File: config.mk
export PLATFORM = sky130hd
export DESIGN_NAME = nand_erase_seq
export DESIGN_NICKNAME = d
export VERILOG_FILES = /design/src/rtl/nand_erase_pkg.sv /design/src/rtl/nand_slot_timer.sv /design/src/rtl/nand_busy_timer.sv /design/src/rtl/nand_erase_seq.sv
export SDC_FILE = /design/constraint.sdc
export NUM_CORES = 1
export LEC_CHECK = 0
export BUFFER_PORTS_ARGS = -buffer_cell sky130_fd_sc_hd__clkbuf_2
export CAP_MARGIN = 20
export CORE_MARGIN = 4
export CORE_UTILIZATION = 28
export CTS_CLUSTER_DIAMETER = 40
export DETAILED_ROUTE_END_ITERATION = 6
export SLEW_MARGIN = 10
export SYNTH_ARGS = -nofsm -noshare
export SYNTH_HDL_FRONTEND = slang
export SYNTH_SLANG_ARGS = --single-unit
File: constraint.sdc
create_clock -name clk -period 3.3 [get_ports clk]
set_clock_uncertainty 0.15 [all_clocks]
set_input_delay 0.66 -clock clk [delete_from_list [all_inputs] [get_ports clk]]
set_output_delay 0.66 -clock clk [all_outputs]
set_load 0.03 [all_outputs]
File: src/rtl/nand_erase_pkg.sv
package nand_erase_pkg;

    typedef enum logic [3:0] {
        ST_IDLE,
        ST_SETUP,
        ST_ADDR,
        ST_CONF,
        ST_WB,
        ST_RB,
        ST_SCMD,
        ST_SRD,
        ST_RST,
        ST_FIN
    } seq_state_e;

    localparam logic [7:0] OP_ERASE_SETUP = 8'h60;
    localparam logic [7:0] OP_ERASE_GO    = 8'hD0;
    localparam logic [7:0] OP_STATUS      = 8'h70;
    localparam logic [7:0] OP_RESET       = 8'hFF;

    localparam int STAT_READY_BIT = 6;
    localparam int STAT_FAIL_BIT  = 0;

endpackage

File: src/rtl/nand_slot_timer.sv
module nand_slot_timer #(
    parameter int T_LO = 3,
    parameter int T_HI = 2
) (
    input  logic clk,
    input  logic rst_n,
    input  logic run_i,
    output logic strobe_lo_o,
    output logic sample_o,
    output logic last_o
);
    localparam int SLOT = T_LO + T_HI;
    localparam int CW   = (SLOT > 1) ? $clog2(SLOT) : 1;
    localparam logic [CW-1:0] LO_C   = CW'(T_LO);
    localparam logic [CW-1:0] SAMP_C = CW'(T_LO - 1);
    localparam logic [CW-1:0] LAST_C = CW'(SLOT - 1);

    logic [CW-1:0] cnt_d, cnt_q;

    always_comb begin
        if (!run_i) begin
            cnt_d = '0;
        end else if (cnt_q == LAST_C) begin
            cnt_d = '0;
        end else begin
            cnt_d = cnt_q + 1'b1;
        end
    end

    always_ff @(posedge clk or negedge rst_n) begin
        if (!rst_n) begin
            cnt_q <= '0;
        end else begin
            cnt_q <= cnt_d;
        end
    end

    assign strobe_lo_o = run_i && (cnt_q < LO_C);
    assign sample_o    = run_i && (cnt_q == SAMP_C);
    assign last_o      = run_i && (cnt_q == LAST_C);

    // a slot always starts from its first low cycle
    p_rewind_r2: assert property (@(posedge clk) disable iff (!rst_n)
        !run_i |=> (cnt_q == '0));

    // the slot end is a single cycle, never two in a row
    p_last_single_r6: assert property (@(posedge clk) disable iff (!rst_n)
        last_o |=> !last_o);

endmodule

File: src/rtl/nand_busy_timer.sv
module nand_busy_timer #(
    parameter int W = 16
) (
    input  logic         clk,
    input  logic         rst_n,
    input  logic         run_i,
    input  logic [W-1:0] limit_i,
    output logic         expired_o
);
    logic [W-1:0] cnt_d, cnt_q;

    always_comb begin
        if (!run_i) begin
            cnt_d = '0;
        end else if (cnt_q < limit_i) begin
            cnt_d = cnt_q + 1'b1;
        end else begin
            cnt_d = cnt_q;
        end
    end

    always_ff @(posedge clk or negedge rst_n) begin
        if (!rst_n) begin
            cnt_q <= '0;
        end else begin
            cnt_q <= cnt_d;
        end
    end

    assign expired_o = (cnt_q >= limit_i);

    // the wait count restarts whenever the wait phase is left
    p_clear_r8: assert property (@(posedge clk) disable iff (!rst_n)
        !run_i |=> (cnt_q == '0));

    // below the limit the count advances by one per wait cycle
    p_step_r8: assert property (@(posedge clk) disable iff (!rst_n)
        (run_i && !expired_o) |=> (cnt_q == $past(cnt_q) + 1'b1));

endmodule

File: src/rtl/nand_erase_seq.sv
module nand_erase_seq
    import nand_erase_pkg::*;
#(
    parameter int IO_W      = 16,
    parameter int PAGE_BITS = 6,
    parameter int BLK_BITS  = 10,
    parameter int T_LO      = 3,
    parameter int T_HI      = 2,
    parameter int T_WB      = 20,
    parameter int TMO_W     = 16
) (
    input  logic                clk,
    input  logic                rst_n,
    input  logic                start_i,
    input  logic [BLK_BITS-1:0] blk_addr_i,
    input  logic                poll_mode_i,
    input  logic [TMO_W-1:0]    tmo_limit_i,
    input  logic                rb_n_i,
    input  logic [IO_W-1:0]     io_i,
    output logic [IO_W-1:0]     io_o,
    output logic                io_oe_o,
    output logic                cle_o,
    output logic                ale_o,
    output logic                we_n_o,
    output logic                re_n_o,
    output logic                ce_n_o,
    output logic                busy_o,
    output logic                done_o,
    output logic                fail_o,
    output logic                tmo_o
);
    localparam int ROW_W     = PAGE_BITS + BLK_BITS;
    localparam int ADDR_CYC  = (ROW_W + 7) / 8;
    localparam int ROW_PAD_W = ADDR_CYC * 8;
    localparam int AIW       = (ADDR_CYC > 1) ? $clog2(ADDR_CYC) : 1;
    localparam int WBW       = (T_WB > 1) ? $clog2(T_WB) : 1;
    localparam logic [AIW-1:0] AIDX_LAST = AIW'(ADDR_CYC - 1);
    localparam logic [WBW-1:0] WB_LAST   = WBW'(T_WB - 1);

    typedef struct packed {
        seq_state_e          st;
        logic [AIW-1:0]      aidx;
        logic [WBW-1:0]      wb;
        logic [BLK_BITS-1:0] blk;
        logic                poll;
        logic                rdy;
        logic                sfail;
        logic                fail;
        logic                tmo;
    } seq_regs_t;

    seq_regs_t r_d, r_q;

    logic slot_run, wait_run;
    logic strobe_lo, sample, slot_last, tmo_hit;
    logic [ROW_PAD_W-1:0] row_w;
    logic [7:0] addr_byte, out_byte;
    logic unused_io;

    assign unused_io = ^{io_i[IO_W-1:STAT_READY_BIT+1], io_i[STAT_READY_BIT-1:STAT_FAIL_BIT+1]};

    assign slot_run = (r_q.st == ST_SETUP) || (r_q.st == ST_ADDR) || (r_q.st == ST_CONF) ||
                      (r_q.st == ST_SCMD)  || (r_q.st == ST_SRD)  || (r_q.st == ST_RST);
    assign wait_run = (r_q.st == ST_WB) || (r_q.st == ST_RB) ||
                      (r_q.st == ST_SCMD) || (r_q.st == ST_SRD);

    nand_slot_timer #(
        .T_LO (T_LO),
        .T_HI (T_HI)
    ) u_slot (
        .clk         (clk),
        .rst_n       (rst_n),
        .run_i       (slot_run),
        .strobe_lo_o (strobe_lo),
        .sample_o    (sample),
        .last_o      (slot_last)
    );

    nand_busy_timer #(
        .W (TMO_W)
    ) u_wait (
        .clk       (clk),
        .rst_n     (rst_n),
        .run_i     (wait_run),
        .limit_i   (tmo_limit_i),
        .expired_o (tmo_hit)
    );

    assign row_w     = ROW_PAD_W'({r_q.blk, {PAGE_BITS{1'b0}}});
    assign addr_byte = row_w[8*int'(r_q.aidx) +: 8];

    always_comb begin
        r_d = r_q;
        unique case (r_q.st)
            ST_IDLE: begin
                if (start_i) begin
                    r_d.st    = ST_SETUP;
                    r_d.blk   = blk_addr_i;
                    r_d.poll  = poll_mode_i;
                    r_d.aidx  = '0;
                    r_d.wb    = '0;
                    r_d.rdy   = 1'b0;
                    r_d.sfail = 1'b0;
                    r_d.fail  = 1'b0;
                    r_d.tmo   = 1'b0;
                end
            end
            ST_SETUP: begin
                if (slot_last) r_d.st = ST_ADDR;
            end
            ST_ADDR: begin
                if (slot_last) begin
                    if (r_q.aidx == AIDX_LAST) begin
                        r_d.st = ST_CONF;
                    end else begin
                        r_d.aidx = r_q.aidx + 1'b1;
                    end
                end
            end
            ST_CONF: begin
                if (slot_last) begin
                    r_d.wb = '0;
                    r_d.st = r_q.poll ? ST_SCMD : ST_WB;
                end
            end
            ST_WB: begin
                if (r_q.wb == WB_LAST) begin
                    r_d.st = ST_RB;
                end else begin
                    r_d.wb = r_q.wb + 1'b1;
                end
            end
            ST_RB: begin
                if (rb_n_i) begin
                    r_d.st = ST_SCMD;
                end else if (tmo_hit) begin
                    r_d.st = ST_RST;
                end
            end
            ST_SCMD: begin
                if (slot_last) r_d.st = ST_SRD;
            end
            ST_SRD: begin
                if (sample) begin
                    r_d.rdy   = io_i[STAT_READY_BIT];
                    r_d.sfail = io_i[STAT_FAIL_BIT];
                end
                if (slot_last) begin
                    if (r_q.rdy) begin
                        r_d.st   = ST_FIN;
                        r_d.fail = r_q.sfail;
                    end else if (tmo_hit) begin
                        r_d.st = ST_RST;
                    end
                end
            end
            ST_RST: begin
                if (slot_last) begin
                    r_d.st   = ST_FIN;
                    r_d.fail = 1'b1;
                    r_d.tmo  = 1'b1;
                end
            end
            ST_FIN: begin
                r_d.st = ST_IDLE;
            end
            default: begin
                r_d.st = ST_IDLE;
            end
        endcase
    end

    always_ff @(posedge clk or negedge rst_n) begin
        if (!rst_n) begin
            r_q <= '{st: ST_IDLE, default: '0};
        end else begin
            r_q <= r_d;
        end
    end

    always_comb begin
        unique case (r_q.st)
            ST_SETUP: out_byte = OP_ERASE_SETUP;
            ST_ADDR:  out_byte = addr_byte;
            ST_CONF:  out_byte = OP_ERASE_GO;
            ST_SCMD:  out_byte = OP_STATUS;
            ST_RST:   out_byte = OP_RESET;
            default:  out_byte = 8'h00;
        endcase
    end

    assign io_o    = IO_W'(out_byte);
    assign io_oe_o = slot_run && (r_q.st != ST_SRD);
    assign cle_o   = (r_q.st == ST_SETUP) || (r_q.st == ST_CONF) ||
                     (r_q.st == ST_SCMD)  || (r_q.st == ST_RST);
    assign ale_o   = (r_q.st == ST_ADDR);
    assign we_n_o  = !(strobe_lo && (r_q.st != ST_SRD));
    assign re_n_o  = !(strobe_lo && (r_q.st == ST_SRD));
    assign ce_n_o  = (r_q.st == ST_IDLE) || (r_q.st == ST_FIN);
    assign busy_o  = (r_q.st != ST_IDLE);
    assign done_o  = (r_q.st == ST_FIN);
    assign fail_o  = r_q.fail;
    assign tmo_o   = r_q.tmo;

    // latch enables are mutually exclusive
    p_latch_excl_r11: assert property (@(posedge clk) disable iff (!rst_n)
        !(cle_o && ale_o));

    // no read strobe while the bus is driven
    p_no_contend_r11: assert property (@(posedge clk) disable iff (!rst_n)
        !(io_oe_o && !re_n_o));

    // done is a single-cycle pulse followed by idle
    p_done_pulse_r7: assert property (@(posedge clk) disable iff (!rst_n)
        done_o |=> (!done_o && !busy_o));

    // a timeout always reports failure
    p_tmo_fail_r8: assert property (@(posedge clk) disable iff (!rst_n)
        tmo_o |-> fail_o);

    // a start seen while busy leaves the latched block alone
    p_start_ignored_r9: assert property (@(posedge clk) disable iff (!rst_n)
        (busy_o && start_i) |=> $stable(r_q.blk));

    // after the confirm only status and reset opcodes are written
    p_wait_cmds_r10: assert property (@(posedge clk) disable iff (!rst_n)
        (wait_run && cle_o && !we_n_o) |-> (io_o[7:0] == OP_STATUS));

    // the confirm write is entered only from the address phase
    p_conf_order_r2: assert property (@(posedge clk) disable iff (!rst_n)
        ((r_q.st == ST_CONF) && ($past(r_q.st) != ST_CONF)) |-> ($past(r_q.st) == ST_ADDR));

endmodule

# After elaboration in Yosys (flattened, before gate mapping)

Index checks and enable logic that the tools add are counted.

Shift operators: 1
Equal/unequal tests: 26
Reductions and logical operators: 34
Add/subtract/negate cells: 4
Order comparisons: 3
Mux-type cells: 31

Operator list:

| cell                                                   | number |
|---|---|
| 2-to-1 mux 4 bit                                       | 10 |
| case mux 8 bit (5 select lines)                        | 1 |
| case mux 4 bit (9 select lines)                        | 1 |
| 2-to-1 mux 16 bit                                      | 2 |
| 2-to-1 mux 25 bit                                      | 1 |
| inequality test 2 bit (second input constant)          | 10 |
| adder 16 x 1 -> 16 bit (second input constant)         | 1 |
| equality test 4 x 3 -> 1 bit (second input constant)   | 4 |
| greater-or-equal comparator 16 bit                     | 1 |
| < comparator 16 bit                                    | 1 |
| indexed part select 16 x 5 -> 8 bit                    | 1 |
| 2-to-1 mux 5 bit                                       | 3 |
| case mux 5 bit (3 select lines)                        | 1 |
| logical OR 1 bit                                       | 12 |
| AND reduction 3 bit                                    | 3 |
| AND reduction 9 bit                                    | 1 |
| equality test 4 x 2 -> 1 bit (second input constant)   | 2 |
| equality test 4 bit (second input constant)            | 2 |
| logical AND 1 bit                                      | 6 |
| 2-to-1 mux 2 bit                                       | 3 |
| 2-to-1 mux 3 bit                                       | 2 |
| inequality test 2 x 1 -> 1 bit (second input constant) | 3 |
| nonzero test 2 bit                                     | 3 |
| nonzero test 3 bit                                     | 2 |
| 19 further kinds                                       | 23 |

Flip-flop bits (word level): 44
Logic and storage cells: 110
Output and inout port bits: 26
Input port bits: 47

# Depth between registers and ports, before layout

Depth after elaboration: 9
Depth in mapped cells: 10
Depth with buffers taken out: 8

# Modules after synthesis

A second synthesis with hierarchy kept.

Cells, all modules: 352
Area total of the unflattened synthesis: 3221.8 µm²

Modules (own cells, without submodules):

| module          | cells an instance | instances | seq. area each (µm²) | area an instance (µm²) |
|---|---|---|---|---|
| nand_erase_seq  | 170               | 1         | 625.6                | 1601.5 |
| nand_busy_timer | 162               | 1         | 400.4                | 1437.6 |
| nand_slot_timer | 20                | 1         | 75.1                 | 182.7 |

# Worst setup path after synthesis

OpenSTA, ideal clock, no wires.

Kind: reg2out
Start point: register r_q[21] in the netlist's numbering
End point: output io_o[0]
Data required time: 2.490 ns
Slack: 0.380 ns
Buffers on the path: 1
Cell stages (with the launch flop): 7
Arrival: 2.110 ns
Cell sequence: dfrtp_1 -> clkbuf_1 -> nand2b_1 -> nor3_1 -> and2_1 -> nand2_1 -> nand2_1

Word-level cells in the longest chain between the ends: 2
Elaborated cells on any way between the ends: 6
Those cells by class: eq/ne (5); mux (1)

Ends and longest elaborated chain:

| element                         | RTL line              | RTL |
|---|---|---|
| start, declared                 | nand_erase_seq.sv:52  | `seq_regs_t r_d, r_q;` |
| start signal, assigned          | nand_erase_seq.sv:177 | `r_q <= r_d;` |
| equality test 4 x 2 -> 1 bit    | n/a                   |  |
| named net ale_o                 | nand_erase_seq.sv:23  | `output logic ale_o,` |
| case mux 8 bit (5 select lines) | nand_erase_seq.sv:182 | `unique case (r_q.st)` |
| end, declared                   | nand_erase_seq.sv:20  | `output logic [IO_W-1:0] io_o,` |

The timed path passes the listed nets, and every way through them passes these cells.

# Worst setup path in the final report

Start point: register r_q[21] in the netlist's numbering
End point: output io_o[6]

Word-level cells in the longest chain between the ends: 2
Elaborated cells on any way between the ends: 6
Those cells by class: eq/ne (5); mux (1)

Ends and longest elaborated chain:

| element                                     | RTL line |
|---|---|
| equality test 4 bit (tied with other cells) | nand_erase_seq.sv:182 |
| case mux 8 bit (5 select lines) *           | nand_erase_seq.sv:182 |

Every way passes the cells marked *; elsewhere a longest branch is shown, timed or not.

==> results.yml <==
run_status:
  status: "complete, no violations"
timing:
  timing.setup.tns_ns: 0
  layout_worst_path_cycle_share_pct: 89.9
  timing.final.max_slew_violations: 0
  max_slew_margin_pct: 46.4
  rsz0062_at_grt: "no"
  timing.final.crit_period_ns: 2.97
  finalHoldViolCount: 0
  max_clock_freq_ghz: 0.337
  layout_setup_ws_ns: 0.332
  tightest_slew_ns: 0.803
  setup_viol: 0
yosys:
  synth_cell_types: 52
  synth-main-ff-cell: "sky130_fd_sc_hd__dfrtp_1"
  postSynthRegisterBits: 44
  synth.yosys.warnings: 0
  fraction_of_registers_with_async_set_reset_pct: 100
  avgSynthCellArea_um2: 8.62
  postSynthCellCount: 344
  synth_seq_area_share_pct: 37.1
  synth_area_leaders: "sky130_fd_sc_hd__dfrtp_1 (37%), sky130_fd_sc_hd__ha_1 (8.9%), sky130_fd_sc_hd__a21oi_1 (5.7%), sky130_fd_sc_hd__mux2_2 (5.7%), sky130_fd_sc_hd__nand2_1 (5.1%)"
  post_synth_instance_area_um2: 2970
  synth_top_area_share_pct: 37.1
  yosys.area.top_type: "sky130_fd_sc_hd__dfrtp_1"
  synth-edff-count: 0
setup_path:
  cp.arrival_ns: 2.16
  worst_r2r_startpoint: "u_wait.cnt_q[13]$_DFFE_PN0P_"
  timing.reg2reg.setup_slack_ns: 0.57
  rr_endpoint: "u_wait.cnt_q[14]$_DFFE_PN0P_"
  worst-path-buf-inv: 1
  crit_end: "io_o[6]"
  worst_path_largest_cell_delay_ns: 0.60
  worst_setup_path_startpoint: "r_q[21]$_DFFE_PN0P_"
  critical_path_cell_count: 5
  critical-path-slowest-cell: "sky130_fd_sc_hd__dfrtp_1"
  worstSetupStartpointType: "register"
  cp_max_fo: 20
  reg2reg_depth: 7
  crit_path_cell_trace: "nor2_2, nand3_1, o21ai_0, a21o_1, clkbuf_2"
  required_ns: 2.49
  worstSetupPathType: "register to output port"
  critical-path-top-delay-family: "simple AND/OR/NAND/NOR gates"
  worst_setup_path_end_kind: "output port"
global_routing:
  antenna_violations_before_repair: 0
  groute.layer.met1.usage_pct: 14.9
  grt_start_max_net_pins: 32
  grt_pass1_vias: 2530
  top_usage_layer: "met2"
  grtUsageMet2_pct: 18.4
  grt_util_all_layers_pct: 11.1
  grt_use_met3_pct: 2.51
  first_pass_grt_wire_length_um: 11800
  grt.overflow.total: 0
floorplanning:
  row_count: 37
  effective_utilization_at_floorplan_pct: 28.7
  core_area_um2: 10300
  die_w_um: 111
  die_footprint_um2: 12300
  die_height_um: 111
  design.portCount: 73
drt:
  final_antenna_net_count: 0
  detail_route.wl_per_cell_um: 13.0
  detail_route.first_pass.iterations: 4
  route.vias.total: 2578
  routed_wl_um: 6870
  drcViolationCount: 0
  detail_route.vias_per_cell: 4.86
  detail_route.iter0.violations: 97
finish:
  area_growth_syn_to_layout_pct: 16.3
  num_antenna_cells: 0
  post_layout_nonfiller_instances: 530
  post_route_cells_drive_above_1_share_pct: 22.3
  design.final.nets: 461
clocking:
  clk_root_buffer_cell: "sky130_fd_sc_hd__clkbuf_8"
  clk_path_buf_depth: 2
  clk-insertion-delay-late_ns: 0.30
  total_number_of_h_tree_levels: 2
  setup_fix_buffers_added_after_clock_tree_synthesis: 0
  cts_tree: "built"
  cts_hold_repair.buffers: 0
  cts-buffers-inserted: 5
  cts.reportedPaths.clkPinSlew_ns: 0.08
  post_cts_resize_count: 0
  clock_sinks: 44
placement:
  detailedPlacementHpwl_um: 5330
  numPlacedInstances: 522
  place_worst_setup_slack_ns: 0.228
  place.gp.congestion: 0.804
  port_buffers: 50
power_and_ir_drop:
  leakage_nw: 1.67
  powerDensity_nw_per_um2: 721
  max-vdd-ir-drop_v: 0.000407
  sum_of_internal_switching_and_leakage_power_mw: 2.49
hold_path:
  worst_hold_path_type: "primary input to async pin"
job:
  cap_viol_max_count: 0
==> worst register-to-register path, cell delays in order, from the launching register on <==
cell and delay (ns):
sky130_fd_sc_hd__dfrtp_1 0.43, sky130_fd_sc_hd__ha_1 0.32, sky130_fd_sc_hd__a211oi_2 0.18, sky130_fd_sc_hd__nor2_1 0.09, sky130_fd_sc_hd__nor4_4 0.34, sky130_fd_sc_hd__nand3_2 0.36, sky130_fd_sc_hd__or4_1 0.60, sky130_fd_sc_hd__a21oi_1 0.18
==> per-layer routing <==
| metal | part of all wire, % | vias up |
|---|---|---|
| li1 | - | 1299 |
| met1 | 48 | 1219 |
| met2 | 47 | 53 |
| met3 | 4.5 | 7 |
| met4 | 0.89 | 0 |
| met5 | 0 | - |
==> layout by cell type, fill, tap and decap left out, types with 3 or more instances in the layout <==
| master | netlist | routed |
|---|---|---|
| sky130_fd_sc_hd__nand4_1 | 8 | 8 |
| sky130_fd_sc_hd__nand3_1 | 12 | 12 |
| sky130_fd_sc_hd__and3_1 | 3 | 3 |
| sky130_fd_sc_hd__o31ai_1 | 6 | 6 |
| sky130_fd_sc_hd__nand2b_1 | 3 | 3 |
| sky130_fd_sc_hd__a21oi_1 | 34 | 34 |
| sky130_fd_sc_hd__and2_1 | 3 | 3 |
| sky130_fd_sc_hd__a22o_1 | 3 | 3 |
| sky130_fd_sc_hd__o21ai_0 | 26 | 26 |
| sky130_fd_sc_hd__clkbuf_2 | 0 | 50 |
| sky130_fd_sc_hd__inv_1 | 26 | 26 |
| sky130_fd_sc_hd__dfrtp_1 | 44 | 44 |
| sky130_fd_sc_hd__buf_4 | 8 | 7 |
| sky130_fd_sc_hd__xor2_1 | 4 | 4 |
| sky130_fd_sc_hd__clkbuf_8 | 0 | 5 |
| sky130_fd_sc_hd__or3_1 | 7 | 7 |
| sky130_fd_sc_hd__or4_1 | 6 | 6 |
| sky130_fd_sc_hd__nor2_1 | 18 | 18 |
| sky130_fd_sc_hd__conb_1 | 1 | 8 |
| sky130_fd_sc_hd__mux2_2 | 15 | 15 |
| sky130_fd_sc_hd__nand2_1 | 40 | 40 |
| sky130_fd_sc_hd__nor2b_1 | 6 | 6 |
| sky130_fd_sc_hd__ha_1 | 21 | 21 |
| sky130_fd_sc_hd__nor3_1 | 5 | 5 |
==> power by group <==
part / switching [mW] / total (mW) / internal [mW]
combinational: 0.705 / 1.18 / 0.474
clock: 0.184 / 0.408 / 0.225
sequential: 0.184 / 0.899 / 0.715
==> worst min-delay path by stage <==
| stage | slack, ns | endpoint | start | cells after the start |
|---|---|---|---|---|
| finish | 0.29 | u_slot.cnt_q[1]$_DFF_PN0_ | rst_n | 1 |
| detailed placement | 0.33 | r_q[2]$_DFFE_PN0P_ | r_q[2]$_DFFE_PN0P_ | 1 |
| floorplan | 0.21 | fail_o$_DFFE_PN0P_ | rst_n | 0 |
| global placement | 0.33 | r_q[2]$_DFFE_PN0P_ | r_q[2]$_DFFE_PN0P_ | 1 |
| CTS | 0.31 | u_slot.cnt_q[1]$_DFF_PN0_ | rst_n | 1 |
| global route | 0.34 | u_slot.cnt_q[1]$_DFF_PN0_ | rst_n | 1 |
==> cells in the mapped netlist (all sizes together), types with 4 or more instances <==
cell type	n
nor2b	6
clkbuf	9
ha	21
nand3	13
nand2	40
mux2	15
dfrtp	44
o21ai	27
inv	26
a21oi	34
nor2	19
or3	7
o31ai	6
xor2	4
or4	6
buf	13
nand4	8
nor3	5
==> layout make-up <==
class | count | area, µm²
fill | 1054 | 6870
multi-input combinational | 259 | 1670
sequential | 44 | 1100
timing repair buffer | 57 | 303
tap | 136 | 170
inverter | 26 | 97.6
clock buffer | 6 | 72.6
clock inverter | 2 | 35.0
==> sequential cells by signal, summed over array words and instances (netlist names) <==
signal,flops
u_wait.cnt_q,16
fail_o,1
tmo_o,1
u_slot.cnt_q,3
r_q,23
==> logic make-up after synthesis <==
family                     synth area share [%]
AOI/OAI and AO/OA                          17.5
xor gates and xnor gates                   1.48
adders and majority gates                  8.86
buffers and inverters                      7.46
DFF                                        37.1
muxes                                      6.03
other                                     0.126
and+or+nand+nor                            21.4
==> metrics by stage <==
step	hold slack, ns	utilization, %	cell area, µm²
after detailed placement	0.330	32.4	3340
final	0.286	33.4	3450
after CTS	0.313	33.4	3450
after floorplan	0.214	-	2990
after global routing	0.341	33.4	3450
after global placement	0.334	32.4	3340
Note: power is estimated with default switching activity, not from simulation.
